File: src/rtl/scr_pkg.sv
package scr_pkg;

    localparam int unsigned STAGES    = 23;
    localparam int unsigned TAP_DOWN  = 5;
    localparam int unsigned TAP_UP    = 18;

    typedef enum logic {
        END_EXCHANGE   = 1'b0,
        END_SUBSCRIBER = 1'b1
    } end_kind_e;

    typedef enum logic {
        ROLE_SCRAMBLE   = 1'b0,
        ROLE_DESCRAMBLE = 1'b1
    } role_e;

    typedef struct packed {
        logic bypass;
        logic data;
    } bit_slot_t;

    function automatic logic tap_fold(input logic d, input logic a, input logic b);
        return d ^ a ^ b;
    endfunction

endpackage

File: src/rtl/scr_tap_plan.sv
module scr_tap_plan
    import scr_pkg::*;
(
    input  end_kind_e kind,
    output logic      tx_use_up,
    output logic      rx_use_up
);
    always_comb begin
        tx_use_up = (kind == END_SUBSCRIBER);
        rx_use_up = (kind == END_EXCHANGE);
    end
endmodule

File: src/rtl/scr_shift_unit.sv
module scr_shift_unit
    import scr_pkg::*;
#(
    parameter role_e       ROLE   = ROLE_SCRAMBLE,
    parameter int unsigned DEPTH  = STAGES,
    parameter int unsigned TAP_A  = TAP_DOWN,
    parameter int unsigned TAP_B  = TAP_UP
) (
    input  logic      clk,
    input  logic      rst,
    input  logic      en,
    input  logic      sel_b,
    input  bit_slot_t slot_in,
    output logic      out_bit
);
    logic [DEPTH:1] hist_q;
    logic           out_q;
    logic           short_tap;
    logic           mixed;
    logic           push;

    always_comb begin
        short_tap = sel_b ? hist_q[TAP_B] : hist_q[TAP_A];
        mixed     = tap_fold(slot_in.data, short_tap, hist_q[DEPTH]);
    end

    generate
        if (ROLE == ROLE_SCRAMBLE) begin : g_scr
            assign push = mixed;
            // The scrambler feeds back what it sent
            assert_feed_output_R3: assert property (@(posedge clk) disable iff (rst)
                (en && !slot_in.bypass) |=> (hist_q[1] == out_q));
        end else begin : g_dscr
            assign push = slot_in.data;
            // The descrambler feeds back what it received
            assert_feed_input_R4: assert property (@(posedge clk) disable iff (rst)
                (en && !slot_in.bypass) |=> (hist_q[1] == $past(slot_in.data)));
        end
    endgenerate

    always_ff @(posedge clk) begin
        if (rst) begin
            hist_q <= '0;
            out_q  <= 1'b0;
        end else if (en) begin
            if (slot_in.bypass) begin
                out_q <= slot_in.data;
            end else begin
                out_q  <= mixed;
                hist_q <= {hist_q[DEPTH-1:1], push};
            end
        end
    end

    assign out_bit = out_q;

    assert_reset_clear_R1: assert property (@(posedge clk)
        rst |=> (hist_q == '0 && out_q == 1'b0));

    assert_bypass_hold_R6: assert property (@(posedge clk) disable iff (rst)
        (en && slot_in.bypass) |=> (hist_q == $past(hist_q) && out_q == $past(slot_in.data)));

    assert_idle_hold_R7: assert property (@(posedge clk) disable iff (rst)
        !en |=> ($stable(hist_q) && $stable(out_q)));

endmodule

File: src/rtl/dual_dir_scrambler.sv
module dual_dir_scrambler
    import scr_pkg::*;
#(
    parameter int unsigned DEPTH    = STAGES,
    parameter int unsigned SHORT_DN = TAP_DOWN,
    parameter int unsigned SHORT_UP = TAP_UP
) (
    input  logic clk,
    input  logic rst,
    input  logic end_sel,
    input  logic tx_en,
    input  logic tx_bypass,
    input  logic tx_bit,
    output logic tx_scr,
    input  logic rx_en,
    input  logic rx_bypass,
    input  logic rx_bit,
    output logic rx_dscr
);
    end_kind_e kind;
    logic      tx_use_up;
    logic      rx_use_up;
    bit_slot_t tx_slot;
    bit_slot_t rx_slot;

    assign kind    = end_kind_e'(end_sel);
    assign tx_slot = '{bypass: tx_bypass, data: tx_bit};
    assign rx_slot = '{bypass: rx_bypass, data: rx_bit};

    scr_tap_plan u_plan (
        .kind      (kind),
        .tx_use_up (tx_use_up),
        .rx_use_up (rx_use_up)
    );

    scr_shift_unit #(
        .ROLE  (ROLE_SCRAMBLE),
        .DEPTH (DEPTH),
        .TAP_A (SHORT_DN),
        .TAP_B (SHORT_UP)
    ) u_tx (
        .clk     (clk),
        .rst     (rst),
        .en      (tx_en),
        .sel_b   (tx_use_up),
        .slot_in (tx_slot),
        .out_bit (tx_scr)
    );

    scr_shift_unit #(
        .ROLE  (ROLE_DESCRAMBLE),
        .DEPTH (DEPTH),
        .TAP_A (SHORT_DN),
        .TAP_B (SHORT_UP)
    ) u_rx (
        .clk     (clk),
        .rst     (rst),
        .en      (rx_en),
        .sel_b   (rx_use_up),
        .slot_in (rx_slot),
        .out_bit (rx_dscr)
    );

    // the two directions never share a polynomial
    assert_dirs_differ_R5: assert property (@(posedge clk) disable iff (rst)
        (tx_use_up != rx_use_up));

endmodule

File: config.mk
export PLATFORM = sky130hd
export DESIGN_NAME = dual_dir_scrambler
export DESIGN_NICKNAME = d
export VERILOG_FILES = /design/src/rtl/scr_pkg.sv /design/src/rtl/scr_tap_plan.sv /design/src/rtl/scr_shift_unit.sv /design/src/rtl/dual_dir_scrambler.sv
export SDC_FILE = /design/constraint.sdc
export NUM_CORES = 1
export LEC_CHECK = 0
export CAP_MARGIN = 20
export CORE_ASPECT_RATIO = 0.7
export CORE_MARGIN = 2
export CORE_UTILIZATION = 57
export CTS_BUF_LIST = sky130_fd_sc_hd__clkbuf_4
export DETAILED_ROUTE_END_ITERATION = 10
export HOLD_SLACK_MARGIN = 0.03
export PLACE_DENSITY_LB_ADDON = 0.08
export SLEW_MARGIN = 20
export SYNTH_ARGS = -nofsm -noshare
export SYNTH_HDL_FRONTEND = slang
export SYNTH_SLANG_ARGS = --single-unit
export TNS_END_PERCENT = 20
File: constraint.sdc
create_clock -name clk -period 2.75 [get_ports clk]
set_input_delay 0.275 -clock clk [delete_from_list [all_inputs] [get_ports clk]]
set_output_delay 0.275 -clock clk [all_outputs]
set_load 0.05 [all_outputs]
# Word level (Yosys, flattened, before mapping)
# Cells that the tools add are included.
[op_classes]
muxes = 4
n_reduce_logical = 2
bitwise_logic = 6
[ops]
columns = ["cell", "n"]
rows = [
  ["$mux W1", 4],
  ["$reduce_and A2 Y1", 2],
  ["$xor A1 B1 Y1", 4],
  ["$not A1 Y1", 2],
]
[word_totals]
elab_cells = 16
in_bits = 9
register_bits = 48

# Logic depth before layout (Yosys ltp)
[logic_depth]
depth_word = 4
ltp_mapped = 5
mapped_depth_nobuf = 4

# By module
# A second synthesis with hierarchy kept.
[hier_totals]
hier_cells = 217
area_unflattened_um2 = 1751.7
[by_module_without_submodules]
columns = ["module", "area_per_inst_um2", "cells_each", "seq_area_each_um2", "n_inst"]
rows = [
  ["scr_shift_unit at u_tx", 893.4, 108, 480.5, 1],
  ["scr_shift_unit at u_rx", 847.1, 107, 480.5, 1],
  ["scr_tap_plan", 11.3, 2, 0.0, 1],
]

# Worst setup path before layout
# No wires, ideal clock.
[synth_timing]
path_kind = "reg2reg"
from = "register u_rx.hist_q[5] (netlist name)"
to = "register u_rx.out_q, in the netlist u_rx.out_bit"
t_required_ps = 2659
setup_time_ps = 91
n_path_buf = 0
arrival_time_ps = 1069
synth_period_minus_slack_ps = 1160
path_stages_with_launch = 5
slack_ps = 1590
cell_sequence = "dfxtp_1 mux2i_1 xor2_1 or3_1 a311oi_1"
[synth_between]
elab_chain_len = 4
[synth_lines]
columns = ["element", "line_no", "text"]
rows = [
  ["from (decl)", "scr_shift_unit.sv:16", "logic [DEPTH:1] hist_q;"],
  ["from (signal assigned)", "scr_shift_unit.sv:50", "hist_q <= {hist_q[DEPTH-1:1], push};"],
  ["$mux W1", "scr_shift_unit.sv:23", "short_tap = sel_b ? hist_q[TAP_B] : hist_q[TAP_A];"],
  ["$xor A1 B1 Y1 (2 in a row)", "scr_pkg.sv:23", "return d ^ a ^ b;"],
  ["$mux W1", "scr_shift_unit.sv:46", "if (slot_in.bypass) begin"],
  ["to (signal assigned)", "scr_shift_unit.sv:47", "out_q <= slot_in.data;"],
  ["to (signal assigned)", "scr_shift_unit.sv:49", "out_q <= mixed;"],
  ["to (decl)", "scr_shift_unit.sv:17", "logic out_q;"],
]
# No other way between the ends.
# A chain may end at the register's enable or synchronous reset.

# Worst setup path in the final report
[layout_timing]
from = "register u_rx.out_q, in the netlist u_rx.out_bit"
to = "output rx_dscr"
[layout_lines]
columns = ["element", "line_no", "text"]
rows = [
  ["to (decl)", "dual_dir_scrambler.sv:18", "output logic rx_dscr"],
]
# No word-level cell between the ends.

==> metrics.txt <==
highest routed layer met4; Die H 50.0 um; Hold Vio Cnt, Final 0; WP buf/inv 1; Max IR drop VDD 352 uV; Remaining Overflow, GRT 0; Worst Reg-to-Reg Cells 4; R2R Setup Slk 1.46 ns; Final Net Count 234; ys async rst share 0; Tot GR Track Use 0.180; first-pass GRT wire length 4910 um; worst r2r dst u_rx.out_bit; Post-synth EDFFs 0; CTS sink count 48; status finished, final reports clean; commonest non-fill, non-tap cells in the layout nand2_1, dfxtp_1, a21oi_1; Cell Area, Synth 1730 um^2; area grow syn2layout 9.93%; crit share post-route 0.651; drt total wl 2920 um; Slew HR 0.468; dpl hpwl 1980 um; Register Area 961 um^2; Crit. End Element output port; Critical Path RT 2.48 ns; Synth Warn # 0; final setup fails 0; hold endpoint u_rx.hist_q[7]; Reg-to-Reg Start u_rx.hist_q[18]; commonest non-fill, non-tap cell in the layout nand2_1; CTS max path bufs 2; setup ws final 0.959 ns; Min Hold Slack 0.452 ns; Routed Antenna Nets 0; syn_nets 226; Setup Crit Path Kind reg -> out; row cnt 16; WP data arrival 1.52 ns; WL met1 1490 um; CTS tree built; final antenna diode count 0; RSZ-0062 raised after global routing no; cells after synthesis 217; Netlist cell types 18; H-tree depth 2; P per Cell Area 572 nW/um^2; port bufs 10; setup TNS 0 ns; worst slew pin tran 0.797 ns; Core Region 2840 um^2; sequential fraction of the synthesis area 0.557; worst slack, placed 0.874 ns; largest net degree at the start of global routing 24; PostCTS Resize Cnt 0; Lkg Pwr 0.000619 uW; number of global-route vias before repair 1154; syn avg cell area 7.95 um^2; die area 3490 um^2; startpoint types flip-flop; Via density 5.04; antenna violations before repair 0; minimum clock period 1.79 ns; Hold Path Cell Cnt 2; Fillers 244; Slowest-stage cell, CP clkdlybuf4s50_1; CP Max Fanout 2; sequence of cells on the critical path clkdlybuf4s50_1; Setup crit start u_rx.out_bit; Die Wd 69.8 um; clk root buf clkbuf_4; Hold Startpoint u_rx.hist_q[6]; GP Congestion 0.752; DRC errors left 0; synthesized flop and latch total 48; CTS clk-pin slew, worst paths 0.13 ns; crit-path leading delay family buffers and inverters; starting DRC count in detailed routing 70; area of the multi-input gates 693 um^2; Max Freq 0.558 GHz; met3 WL post-DR 79 um; share of cells above drive strength 1 0.0531; vias after detailed routing 1320; DRT Pass-1 Iters 4; cts bufs inserted 5; crit-path max cell delay 0.81 ns; Post-CTS Hold Buffers 0; Hold Crit Class reg -> reg; Max Cap Viol 0; Routed wire per std cell 11.1 um; setup bufs post-CTS 0; max-slew violation count 0; num ports 11; Setup Skew 0.00948 ns; met2 routed WL 1320 um; later-pin clock latency in the skew report 0.35 ns; main flop type after synthesis dfxtp_1; Initial Utilization 0.607
area by class of cell:
type / instances / share of cell area
clock buffers: 6 / 0.0237
clock inverters: 2 / 0.00594
inverters: 1 / 0.00198
multi-input cells: 154 / 0.365
flip-flops and latches: 48 / 0.507
well taps: 36 / 0.0237
repair buffers: 15 / 0.0726
logic make-up (layout without fill, tap and decap cells):
kind of cell    Yosys count  after routing  synth area share
simple gates             98             98             0.220
mux                       2              2            0.0116
xor+xnor                  3              3            0.0152
flops                    48             48             0.557
compound gates           51             51             0.154
buf+inv                  15             24            0.0413
stage by stage:
step | util | instances | area, um^2 | total power [uW]
finish | 0.667 | 262 | 1900 | 1090
global route | 0.667 | 262 | 1900 | 1140
CTS | 0.667 | 262 | 1900 | 1100
detailed placement | 0.647 | 254 | 1840 | 787
global placement | 0.647 | 254 | 1840 | 785
floorplan | - | 217 | 1730 | 762
per-layer routing:
layer  vias up  GRT usage
met5         -          0
met2         9      0.292
met1       591      0.225
li1        715          -
met4         0     0.0673
met3         5     0.0573
power breakdown:
part	internal, uW	total, uW	switching (uW)
Clock	107	314	206
Sequential	700	702	2.15
Combinational	24.7	70.4	45.7
flip-flops by register name (all words and copies together), names as in the netlist:
name and cells:
u_tx.hist_q 23, u_rx.hist_q 23, u_tx.out_bit 1, u_rx.out_bit 1
how the worst max path moves through the flow:
| stage | end | slack (ns) | cells past startpoint |
|---|---|---|---|
| floorplan | u_rx.out_bit | 1.59 | 4 |
| global placement | u_rx.out_bit | 0.95 | 5 |
| detailed placement | u_tx.hist_q[8] | 0.87 | 5 |
| CTS | rx_dscr | 0.94 | 1 |
| global route | rx_dscr | 0.89 | 1 |
| finish | rx_dscr | 0.96 | 1 |
synth_stat cells (2+ instances only):
cell type / instances / area, um^2
nor2b_1: 3 / 18.8
buf_2: 4 / 20.0
a21oi_1: 46 / 230
nor2_1: 2 / 7.51
o21ai_0: 2 / 10.0
nand2_1: 91 / 342
xnor2_1: 2 / 17.5
dfxtp_1: 48 / 961
clkbuf_1: 9 / 33.8
mux2i_1: 2 / 20.0
(Power assumes the default switching activity.)
